**src/rtl/stbw_pkg.sv**
```systemverilog
package stbw_pkg;

  typedef enum logic [2:0] {
    ST_RUN         = 3'd0,
    ST_ENTER       = 3'd1,
    ST_STANDBY     = 3'd2,
    ST_QUALIFY     = 3'd3,
    ST_RESUME_WAIT = 3'd4
  } stbw_state_e;

  typedef enum logic [1:0] {
    MEM_FLASH_ACT = 2'd0,
    MEM_FLASH_SLP = 2'd1,
    MEM_SRAM      = 2'd2,
    MEM_SRAM_ALT  = 2'd3
  } stbw_mem_e;

endpackage

```
**src/rtl/stbw_sync.sv**
```systemverilog
module stbw_sync #(
  parameter int STAGES  = 2,
  parameter bit RST_VAL = 1'b1
) (
  input  logic clk,
  input  logic rst_n,
  input  logic din,
  output logic dout
);

  logic [STAGES-1:0] chain;

  generate
    if (STAGES == 1) begin : g_single
      always_ff @(posedge clk or negedge rst_n) begin
        if (!rst_n) chain <= RST_VAL;
        else        chain <= din;
      end
    end else begin : g_multi
      always_ff @(posedge clk or negedge rst_n) begin
        if (!rst_n) chain <= {STAGES{RST_VAL}};
        else        chain <= {chain[STAGES-2:0], din};
      end
    end
  endgenerate

  assign dout = chain[STAGES-1];

endmodule

```
**src/rtl/stbw_qual.sv**
```systemverilog
module stbw_qual #(
  parameter int QW = 6,
  localparam int RW = QW + 1
) (
  input  logic          clk,
  input  logic          rst_n,
  input  logic          active,
  input  logic          wake_s,
  input  logic [RW-1:0] need,
  output logic          hit
);

  localparam logic [RW-1:0] RUN_MAX = {RW{1'b1}};

  logic [RW-1:0] low_run;

  always_ff @(posedge clk or negedge rst_n) begin
    if (!rst_n) begin
      low_run <= '0;
    end else if (!active || wake_s) begin
      low_run <= '0;
    end else if (low_run != RUN_MAX) begin
      low_run <= low_run + 1'b1;
    end
  end

  assign hit = active && !wake_s && (low_run == need - 1'b1);

  // an accepted wake always follows at least one earlier low sample
  assert_hit_after_low_R3: assert property (@(posedge clk) disable iff (!rst_n)
    hit |-> $past(!wake_s));

  // the required run is never below two samples
  assert_need_floor_R3: assert property (@(posedge clk) disable iff (!rst_n)
    active |-> (need >= RW'(2)));

endmodule

```
**src/rtl/stbw_seq.sv**
```systemverilog
module stbw_seq
  import stbw_pkg::*;
#(
  parameter int ENTRY_DLY  = 32,
  parameter int FAST_LAT   = 12,
  parameter int SLOW_LAT   = 1125,
  parameter int UNQUAL_MIN = 12,
  parameter int QUAL_BASE  = 2,
  parameter int QW         = 6,
  localparam int RW   = QW + 1,
  localparam int MAXD = (SLOW_LAT > ENTRY_DLY) ?
                        ((SLOW_LAT > FAST_LAT) ? SLOW_LAT : FAST_LAT) :
                        ((ENTRY_DLY > FAST_LAT) ? ENTRY_DLY : FAST_LAT),
  localparam int CW   = $clog2(MAXD + 1)
) (
  input  logic          clk,
  input  logic          rst_n,
  input  logic          idle_req,
  input  logic          wake_s,
  input  logic          hit,
  input  logic          qual_en,
  input  logic [QW-1:0] qual_width,
  input  logic [1:0]    code_mem,
  output logic          qual_active,
  output logic [RW-1:0] need,
  output logic          clkout_hi,
  output logic          core_clk_en,
  output logic          resume_pulse
);

  stbw_state_e   st;
  logic [CW-1:0] cnt;
  logic          pend;
  logic          qen_q;
  logic [QW-1:0] qw_q;
  stbw_mem_e     mem_q;
  logic [CW-1:0] lat_m1;

  assign lat_m1      = (mem_q == MEM_FLASH_SLP) ? CW'(SLOW_LAT - 1) : CW'(FAST_LAT - 1);
  assign need        = qen_q ? (RW'(QUAL_BASE) + RW'(qw_q)) : RW'(UNQUAL_MIN);
  assign qual_active = (st != ST_RUN);

  always_ff @(posedge clk or negedge rst_n) begin
    if (!rst_n) begin
      st           <= ST_RUN;
      cnt          <= '0;
      pend         <= 1'b0;
      qen_q        <= 1'b0;
      qw_q         <= '0;
      mem_q        <= MEM_FLASH_ACT;
      clkout_hi    <= 1'b0;
      core_clk_en  <= 1'b1;
      resume_pulse <= 1'b0;
    end else begin
      resume_pulse <= 1'b0;
      unique case (st)
        ST_RUN: begin
          pend <= 1'b0;
          if (idle_req) begin
            qen_q <= qual_en;
            qw_q  <= qual_width;
            mem_q <= stbw_mem_e'(code_mem);
            cnt   <= '0;
            st    <= ST_ENTER;
          end
        end
        ST_ENTER: begin
          if (hit) pend <= 1'b1;
          if (cnt == CW'(ENTRY_DLY - 1)) begin
            st          <= ST_STANDBY;
            clkout_hi   <= 1'b1;
            core_clk_en <= 1'b0;
          end else begin
            cnt <= cnt + 1'b1;
          end
        end
        ST_STANDBY: begin
          if (pend || hit) begin
            pend <= 1'b0;
            cnt  <= '0;
            st   <= ST_RESUME_WAIT;
          end else if (!wake_s) begin
            st <= ST_QUALIFY;
          end
        end
        ST_QUALIFY: begin
          if (hit) begin
            cnt <= '0;
            st  <= ST_RESUME_WAIT;
          end else if (wake_s) begin
            st <= ST_STANDBY;
          end
        end
        ST_RESUME_WAIT: begin
          if (cnt == lat_m1) begin
            st           <= ST_RUN;
            resume_pulse <= 1'b1;
            clkout_hi    <= 1'b0;
            core_clk_en  <= 1'b1;
          end else begin
            cnt <= cnt + 1'b1;
          end
        end
        default: st <= ST_RUN;
      endcase
    end
  end

  // the resume strobe lasts one cycle
  assert_resume_single_R7: assert property (@(posedge clk) disable iff (!rst_n)
    resume_pulse |=> !resume_pulse);

  // the strobe coincides with the clock being released
  assert_resume_release_R7: assert property (@(posedge clk) disable iff (!rst_n)
    resume_pulse |-> (core_clk_en && !clkout_hi));

  // the standby indication and a running core clock never coexist
  assert_gate_match_R1: assert property (@(posedge clk) disable iff (!rst_n)
    clkout_hi |-> !core_clk_en);

  // captured settings hold while away from the running state
  assert_cfg_hold_R8: assert property (@(posedge clk) disable iff (!rst_n)
    (st != ST_RUN && $past(st) != ST_RUN) |->
      ($stable(mem_q) && $stable(qw_q) && $stable(qen_q)));

  // the latency counter never runs past the selected latency
  assert_wait_bound_R6: assert property (@(posedge clk) disable iff (!rst_n)
    (st == ST_RESUME_WAIT) |-> (cnt <= lat_m1));

endmodule

```
**src/rtl/stbw_ctrl.sv**
```systemverilog
module stbw_ctrl #(
  parameter int ENTRY_DLY  = 32,
  parameter int FAST_LAT   = 12,
  parameter int SLOW_LAT   = 1125,
  parameter int UNQUAL_MIN = 12,
  parameter int QUAL_BASE  = 2,
  parameter int QW         = 6,
  parameter int SYNC_STAGES = 2
) (
  input  logic          clk,
  input  logic          rst_n,
  input  logic          idle_req,
  input  logic          wake_n,
  input  logic          qual_en,
  input  logic [QW-1:0] qual_width,
  input  logic [1:0]    code_mem,
  output logic          clkout_hi,
  output logic          core_clk_en,
  output logic          resume_pulse
);

  localparam int RW = QW + 1;

  logic          wake_s;
  logic          hit;
  logic          qual_active;
  logic [RW-1:0] need;

  stbw_sync #(.STAGES(SYNC_STAGES), .RST_VAL(1'b1)) u_sync (
    .clk  (clk),
    .rst_n(rst_n),
    .din  (wake_n),
    .dout (wake_s)
  );

  stbw_qual #(.QW(QW)) u_qual (
    .clk   (clk),
    .rst_n (rst_n),
    .active(qual_active),
    .wake_s(wake_s),
    .need  (need),
    .hit   (hit)
  );

  stbw_seq #(
    .ENTRY_DLY (ENTRY_DLY),
    .FAST_LAT  (FAST_LAT),
    .SLOW_LAT  (SLOW_LAT),
    .UNQUAL_MIN(UNQUAL_MIN),
    .QUAL_BASE (QUAL_BASE),
    .QW        (QW)
  ) u_seq (
    .clk         (clk),
    .rst_n       (rst_n),
    .idle_req    (idle_req),
    .wake_s      (wake_s),
    .hit         (hit),
    .qual_en     (qual_en),
    .qual_width  (qual_width),
    .code_mem    (code_mem),
    .qual_active (qual_active),
    .need        (need),
    .clkout_hi   (clkout_hi),
    .core_clk_en (core_clk_en),
    .resume_pulse(resume_pulse)
  );

  // an accepted wake only ever happens while away from the running state
  assert_hit_only_standby_R2: assert property (@(posedge clk) disable iff (!rst_n)
    hit |-> qual_active);

endmodule

```
**config.mk**
```make
export PLATFORM = sky130hd
export DESIGN_NAME = stbw_ctrl
export DESIGN_NICKNAME = d
export VERILOG_FILES = /design/src/rtl/stbw_pkg.sv /design/src/rtl/stbw_sync.sv /design/src/rtl/stbw_qual.sv /design/src/rtl/stbw_seq.sv /design/src/rtl/stbw_ctrl.sv
export SDC_FILE = /design/constraint.sdc
export NUM_CORES = 1
export LEC_CHECK = 0
export ABC_AREA = 1
export BUFFER_PORTS_ARGS = -buffer_cell sky130_fd_sc_hd__buf_2
export CORE_UTILIZATION = 54
export DETAILED_ROUTE_END_ITERATION = 16
export GPL_TIMING_DRIVEN = 1
export HOLD_SLACK_MARGIN = 0.15
export MAX_ROUTING_LAYER = met4
export PLACE_DENSITY = 0.75
export SLEW_MARGIN = 10
export SYNTH_ARGS = -nofsm -noshare
export SYNTH_HDL_FRONTEND = slang
export SYNTH_HIERARCHICAL = 1
export SYNTH_SLANG_ARGS = --single-unit
```
**constraint.sdc**
```tcl
create_clock -name clk -period 2.3 [get_ports clk]
set_input_delay 0.69 -clock clk [delete_from_list [all_inputs] [get_ports clk]]
set_output_delay 0.69 -clock clk [all_outputs]
set_load 0.1 [all_outputs]
```
======== Yosys cells after proc, flatten, opt, wreduce, memory -nomap -nowiden ========
Index checks and enable logic that the tools add are counted.
word-level totals
  flip-flop bits (word level) ............. 36
  output and inout port bits .............. 3
cells by class
  muxes and demuxes ....................... 29
  reduce and logical (&&, ||, !) cells .... 17
  add/subtract/negate cells ............... 4
  equal/unequal tests ..................... 19
operators by type and width
  cell                   count
  $mux 11                6
  $pmux 11 s5            1
  $mux 3                 7
  $mux 7                 3
  $pmux 3 s5             1
  $add 11x1->11 const B  1
  $eq 11x11->1           1
  $eq 11x5->1 const B    1
  $ne 2x1->1 const B     5
  $mux 1                 8
  $add 2x6->7 const A    1
  $add 7x1->7 const B    1
  $eq 7x7->1             1
  $ne 7x7->1 const B     1
  $sub 7x1->7 const B    1
  $eq 3x2->1 const B     2
  $ne 2x2->1 const B     3
  $ne 3x2->1 const B     2
  $reduce_and 3->1       2
  $reduce_and 6->1       1
  $reduce_bool 3->1      2
  $reduce_and 5->1       1
  $reduce_bool 5->1      1
  $pmux 1 s2             2
  10 further kinds       14

======== Depth between registers and ports, before layout ========
Gate-level depths: netlist (run 1).
  depth after elaboration ................. 8
  gate-level depth with buffers ........... 21
  gate-level depth less buffers ........... 20

======== Cells and area by module ========
The synthesis (run 1) kept the hierarchy.
by module, submodules not included
  module     area an instance (um^2)  cells an instance  seq. area each (um^2)  instances
  stbw_seq   1624.1                   228                676.9                  1
  stbw_qual  598.1                    85                 175.2                  1
  stbw_sync  52.6                     2                  52.6                   1

======== Worst setup path before layout (run 1) ========
Ideal clock, no wire load.
  kind .................................... reg-to-reg
  from .................................... register u_seq.qw_q[1]
  to ...................................... register u_seq.cnt[7]
  setup time .............................. 0.117 ns
  arrival ................................. 2.352 ns
  clock period less this slack ............ 2.469 ns
  cell stages (with the launch flop) ...... 18
  setup slack ............................. -0.169 ns
  required time ........................... 2.183 ns
  path through ............................ dfrtp_1 > ha_1 > or2_2 > nor2_1 > nand3_1 > nand2_1 > nor2_1 > nor2_1 > nand3_1 > nor2_1 > a21oi_1 > nand3_1 > nand3b_1 > inv_2 > nand2_2 > buf_6 > nand2_1 > nand2_1
between the ends
  word-level cells in the longest chain between the ends .. 8
  elaborated cells on any way between the ends .. 9
  classes of those cells .................. add/sub (2); eq/ne (3); mux (1); reduce/logical (3)
ends and longest elaborated chain
  what                          RTL line         text
  from (decl)                   stbw_seq.sv:35   logic [QW-1:0] qw_q;
  from (signal assigned)        stbw_seq.sv:61   qw_q <= qual_width;
  $add 2x6->7 *                 stbw_seq.sv:40   assign need = qen_q ? (RW'(QUAL_BASE) + RW'(qw_q)) : RW'(UNQUAL_MIN);
  $mux 7 *                      stbw_seq.sv:40
  net need[2]                   stbw_ctrl.sv:27  logic [RW-1:0] need;
  $sub 7x1->7 *                 stbw_qual.sv:27  assign hit = active && !wake_s && (low_run == need - 1'b1);
  $eq 7x7->1 *                  stbw_qual.sv:27
  $logic_and 1x1->1 *           stbw_qual.sv:27
  net hit                       stbw_ctrl.sv:25  logic hit;
  $logic_or 1x1->1              stbw_seq.sv:78   if (pend || hit) begin
  $ne 2x1->1 (no line)          n/a
  $reduce_and 6->1 (no line) *  n/a
  to (signal assigned)          stbw_seq.sv:74   cnt <= cnt + 1'b1;
  to (signal assigned)          stbw_seq.sv:101  cnt <= cnt + 1'b1;
  to (decl)                     stbw_seq.sv:32   logic [CW-1:0] cnt;
Mark *: on every way through the listed nets, which the timed path passes. The rest lies on a longest branch.
A chain may end at the register's enable or synchronous reset.

======== Final worst setup path (run 1) ========
  from .................................... register u_seq.qw_q[2]
  to ...................................... register u_seq.cnt[10]
The elaborated chain is that of the path after synthesis.

==> impl_metrics.json, run 1 <==
{
  "final_nets": 369,
  "via_count": 2093,
  "finalWirelength_mm": 5.00,
  "synth_cell_types": 36,
  "chipWidth_um": 66.9,
  "cpMostUsedCell": "nand2_1",
  "port_buffers": 15,
  "first_pass_iters": 4,
  "async_reset_ff_share_pct": 100,
  "tightest_slew_ns": 0.483,
  "post_drt_wl_per_cell_um": 12.4,
  "final_util_pct": 68.6,
  "yosys_warnings": 6,
  "placementRows": 23,
  "numCtsBuffers": 5,
  "grt_pass1_vias": 1946,
  "fin_skew_ns": 0.00322,
  "drc": 0,
  "slew_headroom_pct": 68.0,
  "gp_congestion": 0.917,
  "grt_pass1_wl_mm": 8.32,
  "clk-insertion-delay-late_ns": 0.29,
  "dieArea_sq_mm": 0.00448,
  "ir_drop_v": 0.000627,
  "cts_buffer_depth": 2,
  "synth_seq_cells": 36,
  "power_density_mw_per_mm2": 1220,
  "fin_setup_tns_ns": -0.975,
  "violations": "setup timing",
  "cp-start-kind": "flop",
  "cp_slowest_cell": "dfrtp_1",
  "setup_viol": 13,
  "crit_chain": "ha_4 > or2_4 > nor2_4 > nand2_1 > nand2_1 > nand2_2 > nand2_2 > nand2_1 > inv_1 > nand3_2 > nor2_4 > a21oi_2 > nand3_1 > nand3b_1 > inv_2 > nand2_2 > nand2_1 > nand2_1",
  "num_io_pins": 16,
  "grt_max_degree": 37,
  "hold_viol": 0,
  "cap_violations": 0,
  "ant_nets": 0,
  "grt_usage_pct": 25.5,
  "avgSynthCellArea_sq_um": 7.22,
  "clock.fmax_mhz": 418,
  "crit_type": "reg2reg",
  "rsz0062_at_grt": "true",
  "place_hpwl_mm": 3.42,
  "critPathMaxStageDelay_ns": 0.43,
  "hold_slack_ns": 0.340,
  "synthesis.area_sq_mm": 0.00227,
  "grt_overflow": 0,
  "area_growth_pct": 21.6,
  "vias_per_cell": 5.19,
  "start_util_pct": 56.5,
  "p_leak_uw": 0.00138,
  "syn_inst": 315,
  "power_uw": 3370,
  "yosysSeqAreaShare_pct": 39.8,
  "root_buffer": "clkbuf_8",
  "r2r_start": "u_seq/qw_q[2]$_DFFE_PN0P_",
  "chipHeight_um": 66.9,
  "synth_fp_nets": 332,
  "slew_viol_final": 0,
  "drtIter0Drc": 156,
  "critPathLaunch": "u_seq/qw_q[2]$_DFFE_PN0P_",
  "diodes": 0,
  "antenna_found_initial": 0,
  "drive_gt1_share_pct": 24.6,
  "outcome": "finished with violations",
  "htree_levels": 2,
  "setup_ws_ns": -0.0911,
  "hold_buffers": 0,
  "critPathMaxFanout": 5,
  "hold_class": "in2async",
  "critPathRequiredTime_ns": 2.49,
  "cp-end-kind": "flop",
  "crit_arrival_ns": 2.58,
  "min_period_ns": 2.39,
  "cts_sinks": 36,
  "fp.coreArea_sq_mm": 0.00403,
  "timing.final.crit_share_pct": 104,
  "ys.flop_type": "dfrtp_1",
  "cts_tree": "done",
  "synth_edf_count": 0,
  "clkSlewWorstSetupHoldPaths_ns": 0.08
}
==> stage by stage <==
stage               std cells  area (sq um)  setup WS, ns
finish                    403          2770       -0.0911
global route              403          2770        -0.219
CTS                       402          2700       -0.0553
detailed placement        392          2540        -0.141
global placement          392          2540       -0.0931
floorplan                 315          2300        0.0113
==> critical path: cells and delay by family, from the launching register on <==
kind	cells	cell delay, ns
buffers and inverters	2	0.18
DFF	1	0.43
AOI/OAI and AO/OA	1	0.05
adders and majority gates	1	0.25
and+or+nand+nor	14	1.38
==> power breakdown <==
part           switching, uW  internal (uW)
registers                147            792
clock network            243            322
logic                   1120            743
total                   1510           1860
==> worst paths after layout <==
check,to,slack [ns],cells past startpoint
worst max-delay path,u_seq/cnt[10]$_DFFE_PN0P_,-0.09,18
worst min-delay path,u_seq/qw_q[0]$_DFFE_PN0P_,0.34,2
worst max register to register,u_seq/cnt[10]$_DFFE_PN0P_,-0.09,18
worst min register to register,u_sync/chain[1]$_DFF_PN1_,0.36,0
max in group asynchronous,u_seq/core_clk_en$_DFFE_PN1P_,1.70,2
min in group clk,u_sync/chain[1]$_DFF_PN1_,0.36,0
==> synth_stat cells (2+ instances only) <==
cell      number  share of area, %
buf_2          2              0.44
o21ai_0        6               1.3
or2_2          3              0.83
a21oi_1       11               2.4
nor2_1        40               6.6
nand2_2        2              0.55
nor2_4         3               1.5
nand4_1        6               1.7
inv_2          2              0.33
nand2_1       89                15
nor3_1         5               1.1
xor2_1         5               1.9
nand3b_1       2              0.66
mux2_2         4               2.0
inv_1         43               7.1
dfstp_2        3               3.5
a31oi_1        2              0.55
xnor2_1        4               1.5
dfrtp_1       33                36
ha_1           4               2.2
nand3_1       31               6.8
==> sequential cells by signal (all words and copies together) (netlist names) <==
| signal | cells |
|---|---|
| u_qual/low_run | 7 |
| u_seq/qen_q | 1 |
| u_seq/qw_q | 6 |
| u_seq/st | 3 |
| u_seq/pend | 1 |
| u_seq/core_clk_en | 1 |
| u_seq/mem_q | 2 |
| u_sync/chain | 2 |
| u_seq/resume_pulse | 1 |
| u_seq/cnt | 11 |
| u_seq/clkout_hi | 1 |
==> cell type report <==
type	instances	area (sq um)
clock buffer	6	72.6
clock inverter	2	35.0
fill	302	1260
inverter	45	169
multi-input combinational	232	1300
sequential	36	905
tap	50	62.6
timing repair buffer	32	219
==> cells by family (layout without fill, tap and decap cells) <==
group,count (synthesis),after routing,share of synthesized area (%)
compound gates,26,26,6.60
xor+xnor,9,9,3.47
fa+ha+maj,4,4,2.20
buf+inv,48,85,8.36
flops,36,36,39.8
mux,4,4,1.98
simple gates,188,189,37.6
==> per-layer routing <==
layer / GRT usage [%] / wire, um / vias to the layer above
li1: - / - / 1072
met1: 31.8 / 2290 / 964
met2: 39.6 / 2410 / 49
met3: 6.85 / 225 / 8
met4: 9.04 / 65 / 0
met5: - / 0 / -
==> what timing repair did <==
item,4_1_cts,5_1_grt
buffers inserted,2,0
endpoints found under the setup margin,13,14
gates cloned,0,1
resized for setup,12,15
pin swaps,4,5
==> layout by cell type, fill, tap and decap left out, types with 3 or more instances in the layout <==
master | Yosys | layout
clkbuf_8 | 0 | 5
xnor2_1 | 4 | 4
buf_2 | 2 | 15
inv_2 | 2 | 3
nand4_1 | 6 | 6
dfstp_2 | 3 | 3
a21oi_1 | 11 | 8
buf_4 | 0 | 15
xor2_1 | 5 | 5
nand3_2 | 1 | 4
nand2_1 | 89 | 83
mux2_2 | 4 | 4
nor3_1 | 5 | 4
nand3_1 | 31 | 28
inv_1 | 43 | 42
a21oi_2 | 1 | 4
nand2_2 | 2 | 8
nor2_1 | 40 | 35
nor2_2 | 1 | 3
o21ai_0 | 6 | 4
dfrtp_1 | 33 | 33
nor2_4 | 3 | 6
Note: power is estimated with default switching activity, not from simulation.
==> run 2: changes to the inputs <==
- CTS_BUF_LIST: default -> sky130_fd_sc_hd__clkbuf_16
==> impl_metrics.json, run 2 (synthesis results as in run 1) <==
{
  "outcome": "finished with violations",
  "violations": "setup timing",
  "drtIter0Drc": 211,
  "critPathMaxFanout": 11,
  "fin_skew_ns": 0.00465,
  "grt_usage_pct": 26.3,
  "power_density_mw_per_mm2": 1280,
  "place_hpwl_mm": 3.42,
  "grtUsageMet3_pct": 4.62,
  "reg.largest.list": "u_seq/cnt (11), u_qual/low_run (7), u_seq/qw_q (6)",
  "port_buffers": 15,
  "placementRows": 23,
  "gp_congestion": 0.917,
  "ant_nets": 0,
  "r2r_start": "u_seq/qw_q[2]$_DFFE_PN0P_",
  "cp-end-kind": "flop",
  "hold_viol": 0,
  "cts_sinks": 36,
  "clkSlewWorstSetupHoldPaths_ns": 0.06,
  "first_pass_iters": 4,
  "cts_buffer_depth": 2,
  "post_drt_wl_per_cell_um": 12.9,
  "rsz0062_at_grt": "true",
  "grt_pass1_vias": 1947,
  "diodes": 0,
  "slew_viol_final": 0,
  "grt_overflow": 0,
  "hold_buffers": 0,
  "cp_slowest_cell": "dfrtp_1",
  "tightest_slew_ns": 0.483,
  "clk-insertion-delay-late_ns": 0.28,
  "via_count": 2135,
  "ir_drop_v": 0.000627,
  "grtUsageMet1_pct": 33.4,
  "p_leak_uw": 0.00142,
  "min_period_ns": 2.46,
  "finalWirelength_mm": 5.26,
  "chipHeight_um": 66.9,
  "chipWidth_um": 66.9,
  "crit_arrival_ns": 2.61,
  "dieArea_sq_mm": 0.00448,
  "critPathLaunch": "u_seq/qw_q[2]$_DFFE_PN0P_",
  "slew_headroom_pct": 68.0,
  "pre_cts_ws_ns": -0.141,
  "largest_reg_flops": 11,
  "grt_pass1_wl_mm": 8.59,
  "final_common_cell": "nand2_1",
  "area_growth_pct": 23.9,
  "drive_gt1_share_pct": 23.9,
  "cap_violations": 0,
  "htree_levels": 2,
  "fp.coreArea_sq_mm": 0.00403,
  "min_from": "u_sync/chain[0]$_DFF_PN1_",
  "final_nets": 372,
  "fin_setup_tns_ns": -1.71,
  "regMostFlops": "u_seq/cnt",
  "critPathRequiredTime_ns": 2.46,
  "start_util_pct": 56.5,
  "setup_viol": 13,
  "cp-start-kind": "flop",
  "crit_type": "reg2reg",
  "grtUsageMet2_pct": 42.3,
  "fillCellCount": 300,
  "root_buffer": "clkbuf_16",
  "setup_ws_ns": -0.159,
  "crit_chain": "ha_4 > or2_4 > nor3_4 > buf_4 > xnor2_1 > nand3_2 > nor2_4 > a21oi_2 > nand3_1 > nand3b_1 > inv_2 > nand2_4 > nand2_1 > nand2_1",
  "drc": 0,
  "grt_most_used_layer": "met2",
  "cts_tree": "done",
  "num_io_pins": 16,
  "final_cell_mix": "nand2_1 (87), inv_1 (44), nor2_1 (34)",
  "hold_class": "reg2reg",
  "numCtsBuffers": 5,
  "cpMostUsedCell": "nand2_1",
  "vias_per_cell": 5.26,
  "antenna_found_initial": 0,
  "timing.final.crit_share_pct": 107,
  "critPathMaxStageDelay_ns": 0.43,
  "clock.fmax_mhz": 407,
  "grt_max_degree": 37
}
run 2: routing by layer:
metal | vias to the layer above | routed length (um)
li1 | 1085 | -
met3 | 9 | 238
met1 | 980 | 2310
met5 | - | 0
met2 | 61 | 2630
met4 | 0 | 74
run 2: per-stage QoR:
step	hold WS, ns	instances	total power [uW]	util (%)	instance area (sq um)
after floorplan	0.345	315	2130	-	2300
after global routing	0.362	406	3860	70.0	2820
after detailed placement	0.350	392	2550	63.0	2540
final	0.358	406	3600	70.0	2820
after global placement	0.351	392	2500	63.0	2540
after CTS	0.361	404	3440	68.3	2750
run 2: where the power goes:
group	total (uW)	leakage [uW]	internal, uW	switching, uW
logic	1910	0.000874	780	1130
clock network	752	0.0000850	505	247
registers	938	0.000458	793	145
run 2: worst paths after layout:
| kind | endpoint | slack [ns] | cells after the start |
|---|---|---|---|
| max | u_seq/cnt[5]$_DFFE_PN0P_ | -0.16 | 14 |
| min | u_sync/chain[1]$_DFF_PN1_ | 0.36 | 0 |
| max reg2reg | u_seq/cnt[5]$_DFFE_PN0P_ | -0.16 | 14 |
| min reg2reg | u_sync/chain[1]$_DFF_PN1_ | 0.36 | 0 |
| max in group asynchronous | u_sync/chain[1]$_DFF_PN1_ | 1.68 | 2 |
| min in group asynchronous | u_seq/qw_q[0]$_DFFE_PN0P_ | 0.37 | 2 |
run 2: final cells by class:
cell class	instances	area [sq um]	share of cell area (%)
multi-input cells	231	1270	45.1
flip-flops and latches	36	905	32.1
repair buffers	36	249	8.83
inverters	45	169	5.99
clock buffers	5	125	4.44
well taps	50	62.6	2.22
clock inverters	3	38.8	1.38
run 2: what timing repair did:
action	in CTS	in global routing
setup buffers	4	3
pin swaps	2	13
resized for setup	5	14
setup endpoints to repair	13	14
run 2: critical path, delay by kind of cell (launching register included):
kind	cells	cell delay (ns)
compound gates	1	0.06
simple gates	9	1.21
buf+inv	2	0.25
xor+xnor	1	0.13
flops	1	0.43
fa+ha+maj	1	0.26
